--- src/rtl/hcr_pkg.sv ---
package hcr_pkg;

    typedef enum logic [2:0] {
        ALG_MD5       = 3'd0,
        ALG_SHA1      = 3'd1,
        ALG_SHA224    = 3'd2,
        ALG_SHA256    = 3'd3,
        ALG_SHA512    = 3'd4,
        ALG_SHA384    = 3'd5,
        ALG_SHA512T   = 3'd6
    } hcr_alg_e;

    typedef enum logic [1:0] {
        MODE_DIGEST  = 2'd0,
        MODE_HMAC    = 2'd1,
        MODE_ACCUM   = 2'd2,
        MODE_KEYPREP = 2'd3
    } hcr_mode_e;

    // word indices on the bus
    localparam int IDX_CCMD = 4;
    localparam int IDX_STAT = 7;
    localparam int IDX_SRC  = 8;
    localparam int IDX_DST  = 9;
    localparam int IDX_KEY  = 10;
    localparam int IDX_LEN  = 11;
    localparam int IDX_HCMD = 12;

    // command field positions
    localparam int CMD_FAM_LSB  = 4;
    localparam int CMD_SUB_LSB  = 10;
    localparam int CMD_MODE_LSB = 7;
    localparam int CMD_IRQ_BIT  = 9;
    localparam int CMD_SG_BIT   = 18;
    localparam int CMD_CASC_BIT = 1;

    // status bit positions
    localparam int ST_ERR_BIT  = 0;
    localparam int ST_DONE_BIT = 9;

    typedef struct packed {
        logic      valid;
        hcr_alg_e  algo;
        hcr_mode_e mode;
        logic      sg;
        logic      irq_en;
        logic      unsup;
    } hcr_cmd_t;

endpackage

--- src/rtl/hcr_cmd_decode.sv ---
module hcr_cmd_decode
    import hcr_pkg::*;
(
    input  logic [2:0] fam,
    input  logic [2:0] sub,
    input  logic [1:0] mode,
    input  logic       sg,
    input  logic       irq_en,
    input  logic       casc,
    output hcr_cmd_t   dec
);

    always_comb begin
        dec.valid  = 1'b1;
        dec.algo   = ALG_MD5;
        dec.mode   = hcr_mode_e'(mode);
        dec.sg     = sg;
        dec.irq_en = irq_en;
        dec.unsup  = casc || (mode == MODE_HMAC) || (mode == MODE_KEYPREP);
        unique case (fam)
            3'b000:  dec.algo = ALG_MD5;
            3'b010:  dec.algo = ALG_SHA1;
            3'b100:  dec.algo = ALG_SHA224;
            3'b101:  dec.algo = ALG_SHA256;
            3'b110: begin
                unique case (sub)
                    3'b000:  dec.algo = ALG_SHA512;
                    3'b001:  dec.algo = ALG_SHA384;
                    3'b010:  dec.algo = ALG_SHA512T;
                    default: dec.valid = 1'b0;
                endcase
            end
            default: dec.valid = 1'b0;
        endcase
        // the 32-bit-word families accept only a zero sub-select
        if (fam != 3'b110 && sub != 3'b000) begin
            dec.valid = 1'b0;
        end
    end

endmodule

--- src/rtl/hcr_op_ctrl.sv ---
module hcr_op_ctrl
    import hcr_pkg::*;
(
    input  logic      clk,
    input  logic      rst_n,
    input  logic      cmd_wr,
    input  hcr_cmd_t  dec,
    input  logic      done_in,
    input  logic      clr_done,
    input  logic      clr_err,
    output logic      accept,
    output logic      start,
    output hcr_alg_e  algo,
    output hcr_mode_e mode,
    output logic      sg,
    output logic      unsup,
    output logic      done_bit,
    output logic      err_bit,
    output logic      irq
);

    typedef struct packed {
        logic      start;
        logic      busy;
        logic      irq_en;
        hcr_alg_e  algo;
        hcr_mode_e mode;
        logic      sg;
        logic      unsup;
        logic      done_bit;
        logic      err_bit;
        logic      irq;
    } op_state_t;

    op_state_t st_d, st_q;

    always_comb begin
        st_d       = st_q;
        st_d.start = 1'b0;
        accept     = cmd_wr && !st_q.busy;
        if (cmd_wr) begin
            if (st_q.busy) begin
                st_d.err_bit = 1'b1;
            end else if (dec.valid) begin
                st_d.start  = 1'b1;
                st_d.busy   = 1'b1;
                st_d.irq_en = dec.irq_en;
                st_d.algo   = dec.algo;
                st_d.mode   = dec.mode;
                st_d.sg     = dec.sg;
                st_d.unsup  = dec.unsup;
            end
        end
        if (clr_done) begin
            st_d.done_bit = 1'b0;
            st_d.irq      = 1'b0;
        end
        if (clr_err) begin
            st_d.err_bit = 1'b0;
        end
        if (done_in && st_q.busy) begin
            st_d.busy     = 1'b0;
            st_d.done_bit = 1'b1;
            if (st_q.irq_en) begin
                st_d.irq = 1'b1;
            end
        end
    end

    always_ff @(posedge clk or negedge rst_n) begin
        if (!rst_n) begin
            st_q <= '0;
        end else begin
            st_q <= st_d;
        end
    end

    assign start    = st_q.start;
    assign algo     = st_q.algo;
    assign mode     = st_q.mode;
    assign sg       = st_q.sg;
    assign unsup    = st_q.unsup;
    assign done_bit = st_q.done_bit;
    assign err_bit  = st_q.err_bit;
    assign irq      = st_q.irq;

    assert_start_single_R6: assert property (@(posedge clk) disable iff (!rst_n)
        start |=> !start);
    assert_start_busy_R6: assert property (@(posedge clk) disable iff (!rst_n)
        start |-> st_q.busy);
    assert_done_sets_R8: assert property (@(posedge clk) disable iff (!rst_n)
        (done_in && st_q.busy) |=> done_bit);
    assert_irq_cause_R9: assert property (@(posedge clk) disable iff (!rst_n)
        $rose(irq) |-> $past(done_in && st_q.busy));
    assert_irq_clear_R9: assert property (@(posedge clk) disable iff (!rst_n)
        (clr_done && !(done_in && st_q.busy)) |=> !irq);
    assert_reject_R10: assert property (@(posedge clk) disable iff (!rst_n)
        (cmd_wr && st_q.busy) |=> (err_bit && !start));

endmodule

--- src/rtl/hash_ctrl_regs.sv ---
module hash_ctrl_regs
    import hcr_pkg::*;
#(
    parameter int          ADDR_W   = 10,
    parameter int          DATA_W   = 32,
    parameter int          NUM_REGS = 16,
    parameter logic [31:0] SRC_MASK = 32'h7FFF_FFFF,
    parameter logic [31:0] DST_MASK = 32'h7FFF_FFF8,
    parameter logic [31:0] KEY_MASK = 32'h7FFF_FFF8,
    parameter logic [31:0] LEN_MASK = 32'h0FFF_FFFF,
    parameter logic [31:0] CMD_MASK = 32'h0014_7FFF
) (
    input  logic              clk,
    input  logic              rst_n,
    input  logic              wr_en,
    input  logic              rd_en,
    input  logic [ADDR_W-1:0] addr,
    input  logic [DATA_W-1:0] wdata,
    output logic [DATA_W-1:0] rdata,
    input  logic              done_in,
    output logic              start,
    output logic [2:0]        start_algo,
    output logic [1:0]        start_mode,
    output logic              start_sg,
    output logic              unsupported,
    output logic [DATA_W-1:0] src_addr,
    output logic [DATA_W-1:0] dst_addr,
    output logic [DATA_W-1:0] key_addr,
    output logic [DATA_W-1:0] src_len,
    output logic              irq
);

    localparam logic [ADDR_W-1:0] LIMIT = ADDR_W'(NUM_REGS);
    localparam logic [DATA_W-1:0] M_SRC = DATA_W'(SRC_MASK);
    localparam logic [DATA_W-1:0] M_DST = DATA_W'(DST_MASK);
    localparam logic [DATA_W-1:0] M_KEY = DATA_W'(KEY_MASK);
    localparam logic [DATA_W-1:0] M_LEN = DATA_W'(LEN_MASK);
    localparam logic [DATA_W-1:0] M_CMD = DATA_W'(CMD_MASK);

    typedef struct packed {
        logic [DATA_W-1:0] ccmd;
        logic [DATA_W-1:0] src;
        logic [DATA_W-1:0] dst;
        logic [DATA_W-1:0] key;
        logic [DATA_W-1:0] len;
        logic [DATA_W-1:0] hcmd;
    } reg_state_t;

    reg_state_t rf_d, rf_q;

    logic              in_range;
    logic              wr_hit;
    logic              cmd_wr;
    logic              accept;
    logic              clr_done;
    logic              clr_err;
    logic              done_bit;
    logic              err_bit;
    logic [DATA_W-1:0] cmd_masked;
    logic [DATA_W-1:0] status;
    hcr_cmd_t          dec;
    hcr_alg_e          op_algo;
    hcr_mode_e         op_mode;

    assign in_range   = addr < LIMIT;
    assign wr_hit     = wr_en && in_range;
    assign cmd_wr     = wr_hit && (addr == ADDR_W'(IDX_HCMD));
    assign clr_done   = wr_hit && (addr == ADDR_W'(IDX_STAT)) && wdata[ST_DONE_BIT];
    assign clr_err    = wr_hit && (addr == ADDR_W'(IDX_STAT)) && wdata[ST_ERR_BIT];
    assign cmd_masked = wdata & M_CMD;

    hcr_cmd_decode u_dec (
        .fam    (cmd_masked[CMD_FAM_LSB +: 3]),
        .sub    (cmd_masked[CMD_SUB_LSB +: 3]),
        .mode   (cmd_masked[CMD_MODE_LSB +: 2]),
        .sg     (cmd_masked[CMD_SG_BIT]),
        .irq_en (cmd_masked[CMD_IRQ_BIT]),
        .casc   (cmd_masked[CMD_CASC_BIT]),
        .dec    (dec)
    );

    hcr_op_ctrl u_op (
        .clk      (clk),
        .rst_n    (rst_n),
        .cmd_wr   (cmd_wr),
        .dec      (dec),
        .done_in  (done_in),
        .clr_done (clr_done),
        .clr_err  (clr_err),
        .accept   (accept),
        .start    (start),
        .algo     (op_algo),
        .mode     (op_mode),
        .sg       (start_sg),
        .unsup    (unsupported),
        .done_bit (done_bit),
        .err_bit  (err_bit),
        .irq      (irq)
    );

    always_comb begin
        rf_d = rf_q;
        if (wr_hit) begin
            unique case (addr)
                ADDR_W'(IDX_CCMD): rf_d.ccmd = wdata;
                ADDR_W'(IDX_SRC):  rf_d.src  = wdata & M_SRC;
                ADDR_W'(IDX_DST):  rf_d.dst  = wdata & M_DST;
                ADDR_W'(IDX_KEY):  rf_d.key  = wdata & M_KEY;
                ADDR_W'(IDX_LEN):  rf_d.len  = wdata & M_LEN;
                default: ;
            endcase
        end
        if (accept) begin
            rf_d.hcmd = cmd_masked;
        end
    end

    always_ff @(posedge clk or negedge rst_n) begin
        if (!rst_n) begin
            rf_q <= '0;
        end else begin
            rf_q <= rf_d;
        end
    end

    always_comb begin
        status              = '0;
        status[ST_DONE_BIT] = done_bit;
        status[ST_ERR_BIT]  = err_bit;
    end

    always_comb begin
        rdata = '0;
        if (rd_en && in_range) begin
            unique case (addr)
                ADDR_W'(IDX_CCMD): rdata = rf_q.ccmd;
                ADDR_W'(IDX_STAT): rdata = status;
                ADDR_W'(IDX_SRC):  rdata = rf_q.src;
                ADDR_W'(IDX_DST):  rdata = rf_q.dst;
                ADDR_W'(IDX_KEY):  rdata = rf_q.key;
                ADDR_W'(IDX_LEN):  rdata = rf_q.len;
                ADDR_W'(IDX_HCMD): rdata = rf_q.hcmd;
                default:           rdata = '0;
            endcase
        end
    end

    assign start_algo = op_algo;
    assign start_mode = op_mode;
    assign src_addr   = rf_q.src;
    assign dst_addr   = rf_q.dst;
    assign key_addr   = rf_q.key;
    assign src_len    = rf_q.len;

    assert_oor_read_R3: assert property (@(posedge clk) disable iff (!rst_n)
        (rd_en && addr >= LIMIT) |-> (rdata == '0));
    assert_dst_align_R2: assert property (@(posedge clk) disable iff (!rst_n)
        (dst_addr[2:0] == 3'b000) && (key_addr[2:0] == 3'b000));
    assert_len_width_R2: assert property (@(posedge clk) disable iff (!rst_n)
        (src_len & ~M_LEN) == '0);
    assert_cmd_hold_R10: assert property (@(posedge clk) disable iff (!rst_n)
        (cmd_wr && !accept) |=> $stable(rf_q.hcmd));

endmodule

--- config.mk ---
export PLATFORM = sky130hd
export DESIGN_NAME = hash_ctrl_regs
export DESIGN_NICKNAME = d
export VERILOG_FILES = /design/src/rtl/hcr_pkg.sv /design/src/rtl/hcr_cmd_decode.sv /design/src/rtl/hcr_op_ctrl.sv /design/src/rtl/hash_ctrl_regs.sv
export SDC_FILE = /design/constraint.sdc
export NUM_CORES = 1
export LEC_CHECK = 0
export BUFFER_PORTS_ARGS = -buffer_cell sky130_fd_sc_hd__buf_2
export CAP_MARGIN = 30
export CORE_ASPECT_RATIO = 0.8
export CORE_MARGIN = 2
export CORE_UTILIZATION = 29
export DETAILED_ROUTE_END_ITERATION = 7
export GPL_ROUTABILITY_DRIVEN = 0
export HOLD_SLACK_MARGIN = 0.12
export PLACE_DENSITY = 0.54
export RECOVER_POWER = 100
export SYNTH_ARGS = -nofsm -noshare
export SYNTH_HDL_FRONTEND = slang
export SYNTH_HIERARCHICAL = 1
export SYNTH_SLANG_ARGS = --single-unit
--- constraint.sdc ---
create_clock -name clk -period 2.5 [get_ports clk]
set_clock_uncertainty 0.2 [all_clocks]
set_input_delay 0.25 -clock clk [delete_from_list [all_inputs] [get_ports clk]]
set_output_delay 0.25 -clock clk [all_outputs]
set_load 0.005 [all_outputs]
Word-level counts from Yosys, hierarchy flattened
Index checks and enable logic that the tools add are counted.
{"block": "word_totals", "reg_bits": 177, "in_bits": 47, "out_inout_bits": 169, "word_cells": 81}
{"block": "op_classes", "order_cmp": 1, "eq_ne": 16, "n_mux": 19, "n_bitwise": 1, "n_reduce_logical": 28}
{"operator": "one-hot mux 32 bit (7 select lines)", "count": 1}
{"operator": "== test 10 x 4 -> 1 bit, second input constant", "count": 5}
{"operator": "two-way mux 32 bit", "count": 1}
{"operator": "two-way mux 10 bit", "count": 3}
{"operator": "== test 10 x 3 -> 1 bit, second input constant", "count": 2}
{"operator": "one-hot mux 3 bit (4 select lines)", "count": 1}
{"operator": "AND reduction 2 bit", "count": 6}
{"operator": "two-way mux 1 bit", "count": 11}
{"operator": "< comparator 10 x 5 -> 1 bit, second input constant", "count": 1}
{"operator": "== test 3 bit, second input constant", "count": 3}
{"operator": "logical AND 1 bit", "count": 9}
{"operator": "one-hot mux 3 bit (3 select lines)", "count": 1}
{"operator": "nonzero test 2 bit", "count": 4}
{"operator": "== test 3 x 2 -> 1 bit, second input constant", "count": 2}
{"operator": "logical NOT 3 bit", "count": 2}
{"operator": "OR reduction 4 bit", "count": 1}
{"operator": "== test 3 x 1 -> 1 bit, second input constant", "count": 1}
{"operator": "!= test 3 bit, second input constant", "count": 1}
{"operator": "AND reduction 3 bit", "count": 1}
{"operator": "nonzero test 3 bit", "count": 1}
{"operator": "OR reduction 3 bit", "count": 1}
{"operator": "== test 2 x 1 -> 1 bit, second input constant", "count": 1}
{"operator": "== test 2 bit, second input constant", "count": 1}
{"operator": "logical OR 1 bit", "count": 2}
{"operator": "3 further kinds", "count": 3}

Depth between registers and ports, before layout
{"block": "depth", "depth_word": 9, "mapped_depth": 8, "mapped_depth_nobuf": 5}

Modules after synthesis
The synthesis kept the hierarchy.
{"module": "hash_ctrl_regs", "n_inst": 1, "cells_each": 688, "area_per_inst_um2": 8564.5, "seq_area_each_um2": 4103.9}
{"module": "hcr_op_ctrl", "n_inst": 1, "cells_each": 40, "area_per_inst_um2": 570.5, "seq_area_each_um2": 325.3}
{"module": "hcr_cmd_decode", "n_inst": 1, "cells_each": 19, "area_per_inst_um2": 121.4, "seq_area_each_um2": 0.0}

Worst setup path after synthesis
No wires, ideal clock.
{"block": "synth_path", "path_kind": "input to register", "from": "input addr[1]", "to": "register rf_q[10] (netlist name)", "arrival_time_ns": 2.270, "setup_slack_ns": -0.095, "cell_stages": 8, "path_buffers": 3, "cell_sequence": "nor2_1 clkbuf_1 and3_1 and2_1 and2b_2 clkbuf_1 clkbuf_1 mux2_2"}
{"block": "synth_via", "elab_chain_cells": 4, "word_cells_on_any_way": 5, "classes_between": "1 x order compare; 1 x eq/ne; 3 x reduce/logical"}
{"item": "from (decl)", "line_no": "hash_ctrl_regs.sv:17", "source": "input logic [ADDR_W-1:0] addr,"}
{"item": "< comparator 10 x 5 -> 1 bit", "line_no": "hash_ctrl_regs.sv:65", "source": "assign in_range = addr < LIMIT;"}
{"item": "logical AND 1 bit", "line_no": "hash_ctrl_regs.sv:66", "source": "assign wr_hit = wr_en && in_range;"}
{"item": "logical AND 1 bit (*)", "line_no": "hash_ctrl_regs.sv:67", "source": "assign cmd_wr = wr_hit && (addr == ADDR_W'(IDX_HCMD));"}
{"item": "net cmd_wr", "line_no": "hash_ctrl_regs.sv:53", "source": "logic cmd_wr;"}
{"item": "logical AND 1 bit (*)", "line_no": "hcr_op_ctrl.sv:40", "source": "accept = cmd_wr && !st_q.busy;"}
{"item": "net accept", "line_no": "hash_ctrl_regs.sv:54", "source": "logic accept;"}
{"item": "to (signal assigned)", "line_no": "hash_ctrl_regs.sv:122", "source": "rf_q <= rf_d;"}
{"item": "to (decl)", "line_no": "hash_ctrl_regs.sv:49", "source": "reg_state_t rf_d, rf_q;"}
Mark *: on every way through the listed nets, which the timed path passes. The rest lies on a longest branch.
A chain may end at the register's enable or synchronous reset.

Worst setup path in the final report
{"block": "layout_path", "from": "input addr[6]", "to": "register rf_q[14] (netlist name)"}
The elaborated chain is that of the path after synthesis.

==> run_results.csv <==
group,metric,value,unit
sta,rsz0062_at_grt,"no",
route,firstDrtPassIters,5,
placed_design,portBuffers,202,
route,wl_per_cell,21.4,µm
sta,worstMarginPinSlew,1310,ps
layout,instances_no_fill,1311,
clock_network,clock_path_buffers,2,
layout,area_growth,15.6,%
setup_path,slowest_delay,460,ps
route,postRouteAntennaNets,0,
die,io_pins,216,
yosys,synth.top_cell.area_share,47.9,%
die,chipWidth,204,µm
setup_path,end_kind,"register",
min_path,holdCritStartpoint,"u_op/algo[2]$_DFFE_PN0P_",
power,vdd_ir_drop_max,0.000432,V
yosys,syn_inst,747,
yosys,ys.flop_type,"dfrtp_1",
yosys,ys_seq_area_share,47.9,%
power,switchingPower,0.00151,W
power,netSwitchingFraction,24.3,%
power,p_total,0.00621,W
setup_path,timing.rr.end,"rf_q[14]$_DFFE_PN0P_",
sta,post-route-min-period,2300,ps
route,drt_iter0_markers,416,
yosys,synth.avg_cell_area,12.4,µm²
yosys,async_flop_share,100,%
route,drc,0,
min_path,holdCritPathClass,"register to register",
global_route,grt_overflow,0,
sta,fmax,434,MHz
placed_design,dp_hpwl,19300,µm
setup_path,cp.arrival,2420,ps
min_path,holdPathEnd,"u_op/algo[2]$_DFFE_PN0P_",
yosys,ys_ff_latch,177,
layout,register_area,4430,µm²
sta,setup_slack,197,ps
power,power_density,580,nW/µm²
sta,maxSlewHeadroom,12.4,%
setup_path,crit_fanout,17,
sta,setup_viol,0,
layout,multiInputGateArea,3530,µm²
global_route,grtUsageTotal,16.9,%
die,die_h,164,µm
layout,nets,923,
yosys,synth_edf_count,0,
global_route,grt_max_degree,55,
global_route,grt_pass1_wl,41700,µm
sta,tns,0,ps
clock_network,cts_root_buf,"clkbuf_16",
setup_path,crit_slowest_cell,"clkbuf_2",
setup_path,worstPathRequired,2610,ps
yosys,syn_area,9260,µm²
clock_network,htreeDepth,4,
route,vias_per_cell,4.87,
die,core,31400,µm²
run_status,status,"finished clean",
sta,final_hold_viol_count,0,
layout,final.fill_count,3252,
power,p_comb_share,7.0,%
die,fp-row-count,58,
clock_network,cts_tree,"yes",
clock_network,postCtsSetupBuffers,0,
placed_design,preCtsSetupSlack,44.0,ps
sta,min_period_over_period,92.1,%
clock_network,clk_latency,430,ps
layout,layout-drive-gt1-share,40.3,%
setup_path,critPathKind,"primary input to register",
die,initial_utilization,29.5,%
yosys,synth_area_leaders,"dfrtp_1 48%, mux2_2 21%, buf_4 12%",
clock_network,clock_sinks,177,
flow_run,cap_violations,0,
setup_path,rr_startpoint,"u_op/st_q[11]$_DFFE_PN0P_",
yosys,ys_warn_count,6,
placed_design,place_inst,1242,
sta,slew_violations,0,
setup_path,r2r_cells,3,
yosys,synth_cell_types,45,
die,die_area,33400,µm²
yosys,synth_area_leader_cell,"dfrtp_1",
min_path,hold_depth,1,
power,internal_power,0.00470,W
power,p_leak,5.19,nW
setup_path,startpoint_type,"primary input",
power,seqPwrFrac,47.2,%
route,wl,28000,µm
setup_path,path_cells,"clkbuf_1 -> nor4_4 -> and3_1 -> and2_0 -> and2b_2 -> clkbuf_2 -> mux2_2",
setup_path,path_buf_inv,2,
global_route,antenna_found_initial,3,
setup_path,r2r_slack,650,ps
setup_path,cp_top_family,"simple AND/OR/NAND/NOR gates",
clock_network,clkSlewWorstSetupHoldPaths,70,ps
global_route,grt_pass1_vias,6377,
power,clockPowerShare,45.8,%
route,dr_total_vias,6391,
clock_network,cts_made_buffers,17,
## worst max-delay path by stage
stage | to | startpoint | slack [ps] | cells past startpoint
after floorplan | rf_q[10]$_DFFE_PN0P_ | addr[1] | 20 | 8
after global placement | rdata[20] | addr[2] | -1 | 6
after detailed placement | rdata[27] | addr[0] | 40 | 8
after CTS | u_op/st_q[10]$_DFFE_PN0P_ | wdata[5] | 30 | 7
after global routing | rdata[13] | addr[0] | 70 | 8
final | rf_q[14]$_DFFE_PN0P_ | addr[6] | 200 | 7
## per-stage QoR
stage / area [µm²] / hold slack (ps) / utilization [%]
detailed placement: 10000 / 48.2 / 32.0
finish: 10700 / 299 / 34.1
global route: 10700 / 323 / 34.1
floorplan: 9300 / -246 / -
CTS: 11000 / 143 / 35.0
global placement: 10000 / 52.0 / 31.9
## worst reg2reg max path: stages, from the launching register on
cell      delay [ps]
dfrtp_1          430
and2b_2          230
clkbuf_2         460
mux2_2           420
## synth_stat cells (all sizes together), types with 2 or more instances
master,n
buf,160
nand2b,3
nor4,2
o22a,11
a22oi,25
a222oi,14
nor2,22
and3b,2
inv,6
mux2,185
a211o,2
mux2i,3
or2,2
nand2,7
a21oi,20
nor2b,6
and3,4
and4,3
and2,6
dfrtp,177
o21ai,5
a22o,31
clkbuf,23
nand3,15
## power groups by stage
stage          clock (W)  sequential, W  combinational [W]
2_1_floorplan          0        0.00298           0.000194
3_3_place_gp           0        0.00299           0.000400
3_5_place_dp           0        0.00299           0.000408
4_1_cts          0.00295        0.00293           0.000452
5_1_grt          0.00308        0.00294           0.000476
6_report         0.00285        0.00293           0.000433
## cells in the final DEF, fill, tap and decap left out, types with 3 or more instances in the layout
| cell | instances |
|---|---|
| o21ai_0 | 5 |
| a22oi_1 | 25 |
| nor2_1 | 21 |
| dfrtp_1 | 177 |
| a222oi_1 | 14 |
| inv_1 | 6 |
| buf_4 | 26 |
| conb_1 | 13 |
| nor2b_1 | 5 |
| dlygate4sd3_1 | 35 |
| a22o_1 | 31 |
| diode_2 | 3 |
| and4_1 | 3 |
| clkbuf_2 | 13 |
| and2_1 | 3 |
| buf_6 | 6 |
| buf_2 | 99 |
| and2_0 | 3 |
| o22a_1 | 11 |
| clkbuf_16 | 17 |
| nand3_1 | 14 |
| a21oi_1 | 19 |
| buf_1 | 3 |
| bufinv_16 | 3 |
| and3_1 | 4 |
| mux2_2 | 172 |
| inv_6 | 3 |
| mux2i_1 | 3 |
| clkbuf_1 | 98 |
| nand2b_1 | 3 |
| mux2_1 | 13 |
| nand2_1 | 7 |
## area by class of cell
cell class / count / share of cell area, %
clock inverters: 11 / 1.44
clock buffers: 20 / 4.27
multi-input cells: 393 / 33.0
flip-flops and latches: 177 / 41.4
repair buffers: 281 / 14.7
diodes: 3 / 0.0701
inverters: 6 / 0.210
well taps: 420 / 4.91
## cell families (layout without fill, tap and decap cells)
family / Yosys count / count (layout) / synth area share (%)
other: 1 / 16 / 0.0405
buffers and inverters: 189 / 318 / 14.0
muxes: 189 / 189 / 23.4
DFF: 177 / 177 / 47.9
and+or+nand+nor: 77 / 77 / 5.10
AOI/OAI and AO/OA: 114 / 114 / 9.57
## metal layers
layer | wire, µm | track usage [%] | share of wire (%) | vias to the layer above
li1 | - | - | - | 2814
met1 | 13100 | 23.7 | 47 | 3318
met2 | 12600 | 25.7 | 45 | 233
met3 | 1800 | 4.46 | 6.4 | 26
met4 | 508 | 4.91 | 1.8 | 0
met5 | 0 | 0 | 0 | -
## flip-flops by register name (all words and copies together), names as in the netlist
| signal | cells |
|---|---|
| u_op/unsup | 1 |
| u_op/mode | 2 |
| dst_addr | 28 |
| u_op/err_bit | 1 |
| src_addr | 31 |
| rf_q | 49 |
| u_op/start | 1 |
| u_op/sg | 1 |
| u_op/st_q | 2 |
| src_len | 28 |
| u_op/algo | 3 |
| u_op/irq | 1 |
| key_addr | 28 |
| u_op/done_bit | 1 |
## what timing repair did
item	4_1_cts	5_1_grt
hold endpoints to repair	351	0
hold buffers	35	0
gates resized for setup	0	3
endpoints found under the setup margin	0	26
Power figures use the tool's default switching activity.
